## config.mk

```make
export PLATFORM = sky130hd
export DESIGN_NAME = rdma_engine
export DESIGN_NICKNAME = d
export VERILOG_FILES = /design/src/rtl/rdma_pkg.sv /design/src/rtl/rdma_cmd_decode.sv /design/src/rtl/rdma_step.sv /design/src/rtl/rdma_lane_fmt.sv /design/src/rtl/rdma_engine.sv
export SDC_FILE = /design/constraint.sdc
export NUM_CORES = 1
export LEC_CHECK = 0
export ABC_CLOCK_PERIOD_IN_PS = 5200
export BUFFER_PORTS_ARGS = -buffer_cell sky130_fd_sc_hd__buf_2
export CAP_MARGIN = 20
export CORE_MARGIN = 5
export CORE_UTILIZATION = 50
export CTS_CLUSTER_DIAMETER = 200
export DETAILED_ROUTE_END_ITERATION = 7
export PLACE_DENSITY = 0.74
export SLEW_MARGIN = 25
export SYNTH_ARGS = -nofsm -noshare
export SYNTH_HDL_FRONTEND = slang
export SYNTH_SLANG_ARGS = --single-unit
```

## constraint.sdc

```tcl
create_clock -name clk -period 5.2 [get_ports clk]
set_input_delay 0.26 -clock clk [delete_from_list [all_inputs] [get_ports clk]]
set_output_delay 0.26 -clock clk [all_outputs]
set_load 0.05 [all_outputs]
```

## src/rtl/rdma_pkg.sv

```systemverilog
package rdma_pkg;
    typedef enum logic [1:0] {
        OP_IDLE  = 2'd0,
        OP_READ  = 2'd1,
        OP_WRITE = 2'd2
    } op_e;

    localparam logic [2:0] REG_CMD     = 3'd0;
    localparam logic [2:0] REG_ADDR_LO = 3'd1;
    localparam logic [2:0] REG_ADDR_HI = 3'd2;
    localparam logic [2:0] REG_CNT_LO  = 3'd3;
    localparam logic [2:0] REG_CNT_HI  = 3'd4;
    localparam logic [2:0] REG_CFG     = 3'd5;
    localparam logic [2:0] REG_STAT    = 3'd6;
endpackage

```

## src/rtl/rdma_cmd_decode.sv

```systemverilog
module rdma_cmd_decode
    import rdma_pkg::*;
(
    input  logic [2:0] code,
    output logic       is_abort,
    output op_e        start_op
);
    always_comb begin
        is_abort = code[2];
        case (code[1:0])
            2'b01, 2'b11: start_op = OP_READ;
            2'b10:        start_op = OP_WRITE;
            default:      start_op = OP_IDLE;
        endcase
        if (code[2]) start_op = OP_IDLE;
    end
endmodule

```

## src/rtl/rdma_step.sv

```systemverilog
module rdma_step #(
    parameter int ADDR_W = 16,
    parameter int CNT_W  = 16
) (
    input  logic [ADDR_W-1:0] addr,
    input  logic [CNT_W-1:0]  cnt,
    input  logic              wide,
    output logic [1:0]        be,
    output logic [1:0]        len
);
    logic two;
    always_comb begin
        two = wide && !addr[0] && (cnt > CNT_W'(1));
        len = two ? 2'd2 : 2'd1;
        if (two)          be = 2'b11;
        else if (addr[0]) be = 2'b10;
        else              be = 2'b01;
    end
endmodule

```

## src/rtl/rdma_lane_fmt.sv

```systemverilog
module rdma_lane_fmt (
    input  logic        swap,
    input  logic [1:0]  rd_be,
    input  logic [15:0] mem_rdata,
    output logic [15:0] host_rdata,
    input  logic [1:0]  wr_be,
    input  logic [15:0] host_wdata,
    output logic [15:0] mem_wdata
);
    localparam int LANES = 2;

    for (genvar i = 0; i < LANES; i++) begin : g_lane
        assign mem_wdata[8*i +: 8] = (wr_be == 2'b11)
            ? (swap ? host_wdata[8*(LANES-1-i) +: 8] : host_wdata[8*i +: 8])
            : host_wdata[7:0];
    end

    always_comb begin
        if (rd_be == 2'b11)
            host_rdata = swap ? {mem_rdata[7:0], mem_rdata[15:8]} : mem_rdata;
        else if (rd_be[1])
            host_rdata = {8'h00, mem_rdata[15:8]};
        else
            host_rdata = {8'h00, mem_rdata[7:0]};
    end
endmodule

```

## src/rtl/rdma_engine.sv

```systemverilog
module rdma_engine
    import rdma_pkg::*;
#(
    parameter int ADDR_W = 16,
    parameter int CNT_W  = 16
) (
    input  logic              clk,
    input  logic              rst_n,
    input  logic              reg_wr,
    input  logic [2:0]        reg_addr,
    input  logic [7:0]        reg_wdata,
    output logic [7:0]        reg_rdata,
    input  logic              host_wr_valid,
    input  logic [15:0]       host_wr_data,
    output logic              host_wr_ready,
    input  logic              host_rd_ready,
    output logic              host_rd_valid,
    output logic [15:0]       host_rd_data,
    output logic              mem_req,
    output logic              mem_we,
    output logic [ADDR_W-1:0] mem_addr,
    output logic [1:0]        mem_be,
    output logic [15:0]       mem_wdata,
    input  logic [15:0]       mem_rdata,
    input  logic              mem_rvalid,
    output logic              busy,
    output logic              irq
);
    localparam int AHI = ADDR_W - 8;
    localparam int CHI = CNT_W - 8;

    typedef struct packed {
        op_e               op;
        logic [ADDR_W-1:0] addr;
        logic [CNT_W-1:0]  cnt;
        logic              wide;
        logic              swap;
        logic              mask;
        logic              done;
        logic              outst;
        logic              discard;
        logic              mreq;
        logic              mwe;
        logic [ADDR_W-1:0] maddr;
        logic [1:0]        mbe;
        logic [1:0]        rdbe;
        logic [15:0]       mwdata;
        logic              rvld;
        logic [15:0]       rdata;
    } state_t;

    state_t st_q, st_d;

    logic        is_abort;
    op_e         start_op;
    logic [1:0]  step_be;
    logic [1:0]  step_len;
    logic [15:0] fmt_rdata;
    logic [15:0] fmt_wdata;

    rdma_cmd_decode u_dec (
        .code     (reg_wdata[2:0]),
        .is_abort (is_abort),
        .start_op (start_op)
    );

    rdma_step #(.ADDR_W(ADDR_W), .CNT_W(CNT_W)) u_step (
        .addr (st_q.addr),
        .cnt  (st_q.cnt),
        .wide (st_q.wide),
        .be   (step_be),
        .len  (step_len)
    );

    rdma_lane_fmt u_fmt (
        .swap       (st_q.swap),
        .rd_be      (st_q.rdbe),
        .mem_rdata  (mem_rdata),
        .host_rdata (fmt_rdata),
        .wr_be      (step_be),
        .host_wdata (host_wr_data),
        .mem_wdata  (fmt_wdata)
    );

    logic cmd_wr, abort_now, rd_issue, wr_take;

    always_comb begin
        st_d      = st_q;
        st_d.mreq = 1'b0;
        st_d.rvld = 1'b0;

        cmd_wr    = reg_wr && (reg_addr == REG_CMD);
        abort_now = cmd_wr && is_abort;

        // set-up registers change only while idle
        if (reg_wr && st_q.op == OP_IDLE) begin
            case (reg_addr)
                REG_ADDR_LO: st_d.addr[7:0]        = reg_wdata;
                REG_ADDR_HI: st_d.addr[ADDR_W-1:8] = reg_wdata[AHI-1:0];
                REG_CNT_LO:  st_d.cnt[7:0]         = reg_wdata;
                REG_CNT_HI:  st_d.cnt[CNT_W-1:8]   = reg_wdata[CHI-1:0];
                REG_CFG: begin
                    st_d.wide = reg_wdata[0];
                    st_d.swap = reg_wdata[1];
                    st_d.mask = reg_wdata[2];
                end
                default: ;
            endcase
        end
        if (reg_wr && reg_addr == REG_STAT && reg_wdata[0]) st_d.done = 1'b0;

        // returning read data
        if (mem_rvalid) begin
            st_d.outst   = 1'b0;
            st_d.discard = 1'b0;
            if (!st_q.discard) begin
                st_d.rvld  = 1'b1;
                st_d.rdata = fmt_rdata;
            end
        end

        rd_issue = (st_q.op == OP_READ) && (st_q.cnt != '0) && !st_q.outst
                   && host_rd_ready && !abort_now;
        wr_take  = host_wr_valid && host_wr_ready && !abort_now;

        if (rd_issue || wr_take) begin
            st_d.mreq  = 1'b1;
            st_d.mwe   = wr_take;
            st_d.maddr = st_q.addr;
            st_d.mbe   = step_be;
            st_d.addr  = st_q.addr + ADDR_W'(step_len);
            st_d.cnt   = st_q.cnt - CNT_W'(step_len);
        end
        if (rd_issue) begin
            st_d.outst = 1'b1;
            st_d.rdbe  = step_be;
        end
        if (wr_take) st_d.mwdata = fmt_wdata;

        // completion once nothing is left in flight
        if (st_q.op != OP_IDLE && st_q.cnt == '0 && !st_q.outst && !abort_now) begin
            st_d.op   = OP_IDLE;
            st_d.done = 1'b1;
        end

        if (abort_now) begin
            st_d.op      = OP_IDLE;
            st_d.discard = st_d.outst;
        end else if (cmd_wr && st_q.op == OP_IDLE && start_op != OP_IDLE) begin
            st_d.op = start_op;
        end
    end

    always_ff @(posedge clk) begin
        if (!rst_n) st_q <= '0;
        else        st_q <= st_d;
    end

    always_comb begin
        case (reg_addr)
            REG_CMD:     reg_rdata = {7'b0, st_q.op != OP_IDLE};
            REG_ADDR_LO: reg_rdata = st_q.addr[7:0];
            REG_ADDR_HI: reg_rdata = 8'(st_q.addr >> 8);
            REG_CNT_LO:  reg_rdata = st_q.cnt[7:0];
            REG_CNT_HI:  reg_rdata = 8'(st_q.cnt >> 8);
            REG_CFG:     reg_rdata = {5'b0, st_q.mask, st_q.swap, st_q.wide};
            REG_STAT:    reg_rdata = {7'b0, st_q.done};
            default:     reg_rdata = 8'h00;
        endcase
    end

    assign busy          = st_q.op != OP_IDLE;
    assign irq           = st_q.done && st_q.mask;
    assign host_wr_ready = (st_q.op == OP_WRITE) && (st_q.cnt != '0);
    assign host_rd_valid = st_q.rvld;
    assign host_rd_data  = st_q.rdata;
    assign mem_req       = st_q.mreq;
    assign mem_we        = st_q.mwe;
    assign mem_addr      = st_q.maddr;
    assign mem_be        = st_q.mbe;
    assign mem_wdata     = st_q.mwdata;
endmodule

```

* Yosys cells after proc, flatten, opt, wreduce, memory -nomap -nowiden
Index checks and enable logic that the tools add are counted.
Storage, ports and cells: bits of input ports 49, logic and storage cells 113, register bits 95
Operators by class: reduce and logical (&&, ||, !) cells 47, order comparisons 1, add/subtract/negate cells 2, eq/ne operators 13, bitwise logic cells 2, mux-type cells 29
Operators with widths (count):
- $mux 8 | 9
- $pmux 8 s7 | 1
- $mux 35 | 1
- $mux 16 | 2
- $mux 32 | 1
- $logic_and 1x1->1 | 20
- $mux 20 | 1
- $reduce_bool 2->1 | 10
- $mux 17 | 1
- $add 16x2->16 | 1
- $gt 16x1->1 const B | 1
- $logic_not 16->1 | 1
- $reduce_bool 16->1 | 1
- $sub 16x2->16 | 1
- $mux 2 | 7
- $reduce_and 2->1 | 7
- $eq 2x2->1 const B | 5
- $eq 3x3->1 const B | 3
- $eq 3x2->1 const B | 2
- $eq 2x1->1 const B | 2
- $mux 1 | 4
- $pmux 2 s2 | 1
- $reduce_or 2->1 | 2
- $eq 3x1->1 const B | 1
- other kinds (6) | 9

* Logic depth before layout (Yosys ltp)
Gate-level depths: netlist of run 1.
word-level depth 8, mapped depth 13, depth with buffers taken out 12

* Modules after synthesis
A second synthesis of run 1 with hierarchy kept.
Second synthesis, totals: cells, all modules 678, area total of the unflattened synthesis 5646.7 µm²
Modules (own cells, without submodules):
- rdma_engine | instances 1, area each 5109.9 µm², sequential area each 1901.8 µm², cells each 619
- rdma_lane_fmt | instances 1, area each 444.2 µm², sequential area each 0.0 µm², cells each 46
- rdma_step | instances 1, area each 66.3 µm², sequential area each 0.0 µm², cells each 10
- rdma_cmd_decode | instances 1, area each 26.3 µm², sequential area each 0.0 µm², cells each 3

* Worst setup path after synthesis of run 1
Ideal clock, no wire load.
kind register to register, start reg st_q[66] (netlist bit), end reg st_q[75] (netlist bit), stages on the path, launching flop included 14, setup slack 1.761 ns, clock period less this slack 3.439 ns, setup time 0.116 ns, required time 5.084 ns, path buffers 1, arrival time 3.323 ns, cell sequence dfxtp_1 > nor3_1 > nand4_1 > or4_1 > nand3_1 > ha_1 > fa_1 > or4b_1 > clkbuf_1 > or4_1 > nor3_1 > a31oi_1 > o21ai_0 > nor2_1
Between the ends: cells in the longest elaborated chain, start to end 8, elaborated cells between the ends (all ways) 17
Ends and longest elaborated chain:
- start: declaration | RTL line rdma_engine.sv:52 | state_t st_q, st_d;
- start signal: assignment | RTL line rdma_engine.sv:156 | else st_q <= st_d;
- branches (longest 8 deep; another with $gt 16x1->1)
Parallel ways; which one is timed is not known. A chain may end at the register's enable or synchronous reset.

* Worst setup path in the final report of run 1
Same ends and word-level chain as after synthesis.

==> key figures, run 1 <==
Timing
  • Relative slew slack: 38.50%
  • Fin. Hold Viols: 0
  • Fin. max-slew vios: 0
  • Worst-Margin Slew: ~920 ps
  • Final setup violation count: 0
  • Setup tns final: 0 ps
  • Final Skew: approximately 11 ps
  • Final min period: 4010 ps
  • Unrepaired setup endpoints after global routing: no
  • Worst Hold Slack: 103.2 ps
  • Final period utilization: between 70% and 80%
  • Fmax: 249.4 MHz

Hold path
  • Hold EP: st_q[55]
  • Hold wc startpoint: mem_rvalid
  • Hold path cells: 2
  • HP Class: in2reg

Synthesis
  • Post-synth top area share: 35.68%
  • EDFF count, synth: 0
  • Synth top area cells: dfxtp_1, buf_4, mux2i_1, a21oi_1, nor2_1
  • Seq/Total Area, Yosys: 35.68%
  • Library cells used by synthesis: 60
  • Synth Flop Type: dfxtp_1
  • Cells after Synth: 644
  • Synthesized area per cell: 8.277 um2
  • Area leader, netlist: dfxtp_1
  • #FFs+latches synth: 95
  • Synthesized net count: about 700
  • Mapped cell area: 0.005330 mm2
  • Yosys warns: 0
  • Synth async-reset ratio: 0%

Setup path
  • Startpoint Class: flop
  • Worst EP required: between 5000 and 6000 ps
  • Slowest stage delay, CP: roughly 610 ps
  • Worst Path Arrival: 4270 ps
  • Reg2reg start: st_q[66]
  • Worst Reg-to-Reg Cells: 12
  • Critical Path Fanout Max: 8
  • Setup slack, reg-to-reg: approximately 1200 ps
  • Slowest CP cell: or4b_1
  • Bufs and invs on worst path: 0
  • Crit-path cells: nor3_1 -> nand4_1 -> or4_1 -> nand3_1 -> ha_1 -> fa_1 -> or4b_1 -> or4_1 -> nor3_1 -> a31oi_1 -> o21ai_0 -> nor2_1
  • R2R Path End: st_q[75]
  • Crit end category: flop
  • Worst Setup Path Type: reg2reg
  • Top cell family by delay on the critical path: simple AND/OR/NAND/NOR gates

CTS
  • Post-CTS setup buffer count: 0
  • CTS Buffer Depth: 2
  • Latest clock arrival within the worst-skew pair: 360 ps
  • Post-CTS Resized: 0
  • CTS Sinks: 95
  • Hold_buf cts: 0
  • Num CTS Buffers: 9
  • TritonCTS clock tree: yes
  • Clock Pin Slew Worst Setup and Hold Paths: 80 ps
  • Clock H-tree levels: 3
  • Root buffer cell: clkbuf_8

Routing
  • Routed Antenna Nets: 0
  • Post-DR wirelength/cell: between 15 and 20 um
  • WL final: 14.23 mm
  • DR DRC count: 0
  • DRT iter0 DRCs: around 460
  • 1st-pass router iterations: 6
  • Routed vias/inst: ~6
  • Vias: 4801

Power
  • Worst VDD drop: 108.7 uV
  • Power per cell area: roughly 240 mW/mm2
  • Lkg Pwr: between 0.002 and 0.0025 uW

Place
  • Detailed Place HPWL: 10.33 mm
  • # port buffers: 112
  • RePlAce Congestion: around 0.94
  • Cell Count Post-Placement: 804

Floorplanning
  • Ports: 113
  • Standard-cell rows: 37
  • Die height: 113.3 um
  • Initial core utilization: 51.40%
  • Die width: roughly 110 um
  • Die area: 0.01283 mm2
  • Core Box Area: 0.01037 mm2

Global route
  • Vias in the first global route: 4601
  • Overflow after GRT: 0
  • Global-route wire length before repair: 22.83 mm
  • Largest net degree at the start of global routing: around 80
  • Overall Global Routing Usage: 21.72%
  • Initial antenna violation count: 0

Final layout
  • Most common cell after layout, fill and taps aside: buf_2
  • Non-Filler Instances: slightly above 800
  • Area Overhead vs Synth: 7.066%
  • ANT cells: 0
  • Layout cells sized above 1: 26.10%
  • Most frequent cells in the layout: buf_2, dfxtp_1, nor2_1
  • Final net count: 734

Status
  • Status: completed

Flow run
  • Max_cap viols: 0
## routing by layer
metal	global-route usage, %	vias up	part of all wire (%)
met1	28.25	2250	44
met3	5.455	20	8.1
met4	6.250	0	1.3
met2	35.74	192	47
met5	0	-	0
li1	-	2339	-
## where the power goes
group          internal [uW]  leakage (uW)  switching (uW)  total [uW]
Clock                    167     0.0000740             253         420
Sequential               739      0.000769            13.4         753
Combinational           63.3       0.00151             123         186
## metrics by stage
step / power, uW / util, % / area [um2] / setup slack [ps]
floorplan: 899.6 / - / 5330 / 1761
global placement: 947.8 / 53.49 / 5547 / 1414
detailed placement: 952.4 / 53.49 / 5547 / 1334
CTS: 1363 / 54.96 / 5699 / 1281
global route: 1416 / 55.03 / 5707 / 955.0
finish: 1359 / 55.03 / 5707 / 1190
## cells in the mapped netlist (all sizes together), types with 5 or more instances
| master | n |
|---|---|
| a211oi | 28 |
| a21oi | 52 |
| a22oi | 16 |
| a31oi | 9 |
| and3 | 9 |
| buf | 65 |
| clkbuf | 28 |
| dfxtp | 95 |
| ha | 5 |
| inv | 13 |
| mux2 | 14 |
| mux2i | 30 |
| nand2 | 66 |
| nand3 | 11 |
| nor2 | 68 |
| nor2b | 6 |
| nor3 | 15 |
| o21ai | 26 |
| o221a | 7 |
| o311ai | 5 |
| or3 | 8 |
| or4 | 7 |
## registers in the layout, summed over array words and instances (netlist names)
| name | flops |
|---|---|
| mem_req | 1 |
| mem_wdata | 16 |
| mem_addr | 16 |
| mem_be | 2 |
| host_rd_data | 16 |
| st_q | 42 |
| host_rd_valid | 1 |
| mem_we | 1 |
## worst max path at each step
stage                     to  cells past startpoint      from
floorplan           st_q[75]                     13  st_q[66]
global placement    st_q[75]                     12  st_q[66]
detailed placement  st_q[75]                     12  st_q[66]
CTS                 st_q[75]                     12  st_q[66]
global route        st_q[75]                     12  st_q[66]
finish              st_q[75]                     12  st_q[66]
## cell families (layout without fill, tap and decap cells)
kind of cell / Yosys count / after routing / synth area share (%)
adder cells (fa/ha/maj): 6 / 6 / 1.549
flip-flops: 95 / 95 / 35.68
buffers and inverters: 106 / 144 / 11.36
AO/OA/AOI/OAI: 171 / 171 / 22.79
AND/OR/NAND/NOR: 220 / 220 / 19.69
multiplexers: 44 / 44 / 8.592
XOR/XNOR: 2 / 2 / 0.3287
## worst reg2reg max path: stages (launching register included)
cell	delay [ps]
dfxtp_1	380
nor3_1	360
nand4_1	270
or4_1	530
nand3_1	190
ha_1	230
fa_1	250
or4b_1	620
or4_1	500
nor3_1	220
a31oi_1	110
o21ai_0	190
nor2_1	50
## layout make-up
cell class                      count  area [um2]
Clock buffer                       10       127.6
Clock inverter                      4       25.02
Fill cell                        1006        4663
Inverter                           13       48.80
Multi-Input combinational cell    443        2835
Sequential cell                    95        1902
Tap cell                          136       170.2
Timing Repair Buffer              117       598.1
Note: power is estimated with default switching activity, not from simulation.
==> run 2: changes to the inputs <==
- ABC_CLOCK_PERIOD_IN_PS: 5200 -> 3200
- PLACE_DENSITY: 0.74 -> 0.77
- clock period: 5.2 -> 3.2 ns (I/O delays scaled with it)
==> run 2 against run 1 <==
Net effect: the flow now finishes with violations (negative setup slack); final cell count is 4.2% higher; hold slack got worse by 22 ps; first-iteration DRC count unchanged; die area unchanged; sequential power is 62% higher; wire length is 9.0% higher; largest power group unchanged.
==> key figures, run 2 (same netlist as run 1, synthesis figures left out) <==
Final layout
  • Fill count: 977 (was 1006)
  • Most flops, register: st_q (unchanged)
  • Max FFs per register: 42 (unchanged)
  • Post-layout util: 58.54% (was 55.03%)
  • Most common cell after layout, fill and taps aside: buf_2 (unchanged)
  • Area of all placed cells without fillers: 0.006071 mm2 (was 0.005707 mm2)
  • ANT cells: 0 (unchanged)
  • Most frequent cells in the layout: buf_2, dfxtp_1, nor2_1 (unchanged)
  • Layout cells sized above 1: 30.87% (was 26.10%)
  • Area Overhead vs Synth: 13.90% (was 7.066%)
  • Final net count: 766 (was 734)

Floorplanning
  • Die area: 0.01283 mm2 (unchanged)
  • Standard-cell rows: 37 (unchanged)
  • Ports: 113 (unchanged)
  • Die height: 113.3 um (unchanged)
  • Initial core utilization: 51.40% (unchanged)
  • Die width: 113.3 um (unchanged)
  • Core Box Area: 0.01037 mm2 (unchanged)

Timing
  • Fmax: 309.7 MHz (was 249.4 MHz)
  • Fin. Hold Viols: 0 (unchanged)
  • Final Skew: 10.48 ps (was 11.22 ps)
  • Worst Hold Slack: 80.76 ps (was 103.2 ps)
  • Final setup violation count: 1 (was 0)
  • Final min period: 3229 ps (was 4010 ps)
  • Worst-Margin Slew: 922.1 ps (was 916.4 ps)
  • Fin. max-slew vios: 0 (unchanged)
  • Setup tns final: -29.00 ps (was 0 ps)
  • Final period utilization: 100.9% (was 77.11%)
  • Post-route setup slack: -29.00 ps (was 1190 ps)
  • Unrepaired setup endpoints after global routing: yes (was no)
  • Relative slew slack: 38.11% (was 38.50%)

Status
  • Status: complete, but fails checks (was completed)
  • Failing checks: negative setup slack

Setup path
  • Worst EP required: 3510 ps (was 5460 ps)
  • Crit-path cells: nor3_2 -> nand4_1 -> or4_4 -> nand3_2 -> ha_4 -> fa_2 -> or4b_4 -> or4_4 -> buf_4 -> nor3_1 -> a21oi_1 -> a21oi_1 (was nor3_1 -> nand4_1 -> or4_1 -> nand3_1 -> ha_1 -> fa_1 -> or4b_1 -> or4_1 -> nor3_1 -> a31oi_1 -> o21ai_0 -> nor2_1)
  • Slowest stage delay, CP: 480 ps (was 610 ps)
  • Crit end category: flop (unchanged)
  • Worst Setup Path Type: reg2reg (unchanged)
  • Bufs and invs on worst path: 1 (was 0)
  • Critical Path Fanout Max: 2 (was 8)
  • Slowest CP cell: or4b_4 (was or4b_1)
  • Top cell family by delay on the critical path: simple AND/OR/NAND/NOR gates (unchanged)
  • Startpoint Class: flop (unchanged)
  • Worst Path Arrival: 3540 ps (was 4270 ps)

CTS
  • CTS Buffer Depth: 2 (unchanged)
  • TritonCTS clock tree: yes (unchanged)
  • Clock Pin Slew Worst Setup and Hold Paths: 100 ps (was 80 ps)
  • Latest clock arrival within the worst-skew pair: 380 ps (was 360 ps)
  • Root buffer cell: clkbuf_8 (unchanged)
  • Clock H-tree levels: 3 (unchanged)
  • Num CTS Buffers: 9 (unchanged)
  • CTS Sinks: 95 (unchanged)

Routing
  • DR DRC count: 0 (unchanged)
  • Vias: 5035 (was 4801)
  • Routed Antenna Nets: 0 (unchanged)
  • Post-DR wirelength/cell: 18.21 um (was 17.39 um)
  • WL final: 15.51 mm (was 14.23 mm)
  • Routed vias/inst: 5.910 (was 5.869)
  • DRT iter0 DRCs: 463 (unchanged)
  • 1st-pass router iterations: 5 (was 6)

Place
  • Placed Area: 0.005788 mm2 (was 0.005547 mm2)
  • # port buffers: 112 (unchanged)
  • RePlAce Congestion: 0.9329 (was 0.9380)
  • Detailed Place HPWL: 11.46 mm (was 10.33 mm)

Hold path
  • HP Class: in2reg (unchanged)

Global route
  • Initial antenna violation count: 0 (unchanged)
  • Largest net degree at the start of global routing: 50 (was 78)
  • Overflow after GRT: 0 (unchanged)
  • Global-route wire length before repair: 24.68 mm (was 22.83 mm)
  • Overall Global Routing Usage: 23.76% (was 21.72%)
  • Vias in the first global route: 4768 (was 4601)

Power
  • Lkg Pwr: 0.002546 uW (was 0.002351 uW)
  • Worst VDD drop: 207.8 uV (was 108.7 uV)
  • Total power draw: 2431 uW (was 1359 uW)
  • Power per cell area: 400.4 mW/mm2 (was 238.1 mW/mm2)

Flow run
  • Max_cap viols: 0 (unchanged)
run 2: routing by layer:
metal,vias up,track usage (%),part of all wire (%),wire (um)
li1,2398,-,-,-
met1,2386,31.34,43,6637
met2,225,39.57,48,7446
met3,26,4.973,7.6,1184
met4,0,6.250,1.6,244
met5,-,0,0,0
run 2: cell type report:
cell class	count	area, um2	area share (%)
well taps	136	170.2	2.803
multi-input cells	443	2892	47.63
flip-flops and latches	95	1902	31.33
clock inverters	5	63.81	1.051
repair buffers	149	853.3	14.06
inverters	13	48.80	0.8038
clock buffers	11	141.4	2.329
run 2: path summary, 6_finish.rpt:
path	cells after the start	slack [ps]	endpoint	start
hold reg to reg	2	450	mem_addr[5]	mem_addr[5]
setup reg to reg	12	-30	st_q[71]	st_q[71]
hold / removal	3	80	st_q[59]	reg_wdata[1]
setup / recovery	12	-30	st_q[71]	st_q[71]
run 2: metrics by stage:
stage | setup WS, ps | instances
floorplan | 20.49 | 644
global placement | -13.32 | 830
detailed placement | -75.18 | 830
CTS | 13.61 | 849
global route | -152.4 | 852
finish | -29.00 | 852
run 2: what timing repair did:
item	4_1_cts	5_1_grt
hold buffers	1	0
pin swaps	2	6
endpoints found under the setup margin	4	8
hold endpoints to repair	1	0
gates resized for setup	2	7
buffers inserted	2	3
run 2: power breakdown:
group | total (uW) | internal, uW | switching, uW
Sequential | 1220 | 1200 | 19.2
Clock | 839 | 390 | 449
Combinational | 371 | 147 | 224
run 2: tightest hold or removal path, stage by stage:
cell and delay, ps:
buf_2 100, mux2i_1 60, nor2_1 90
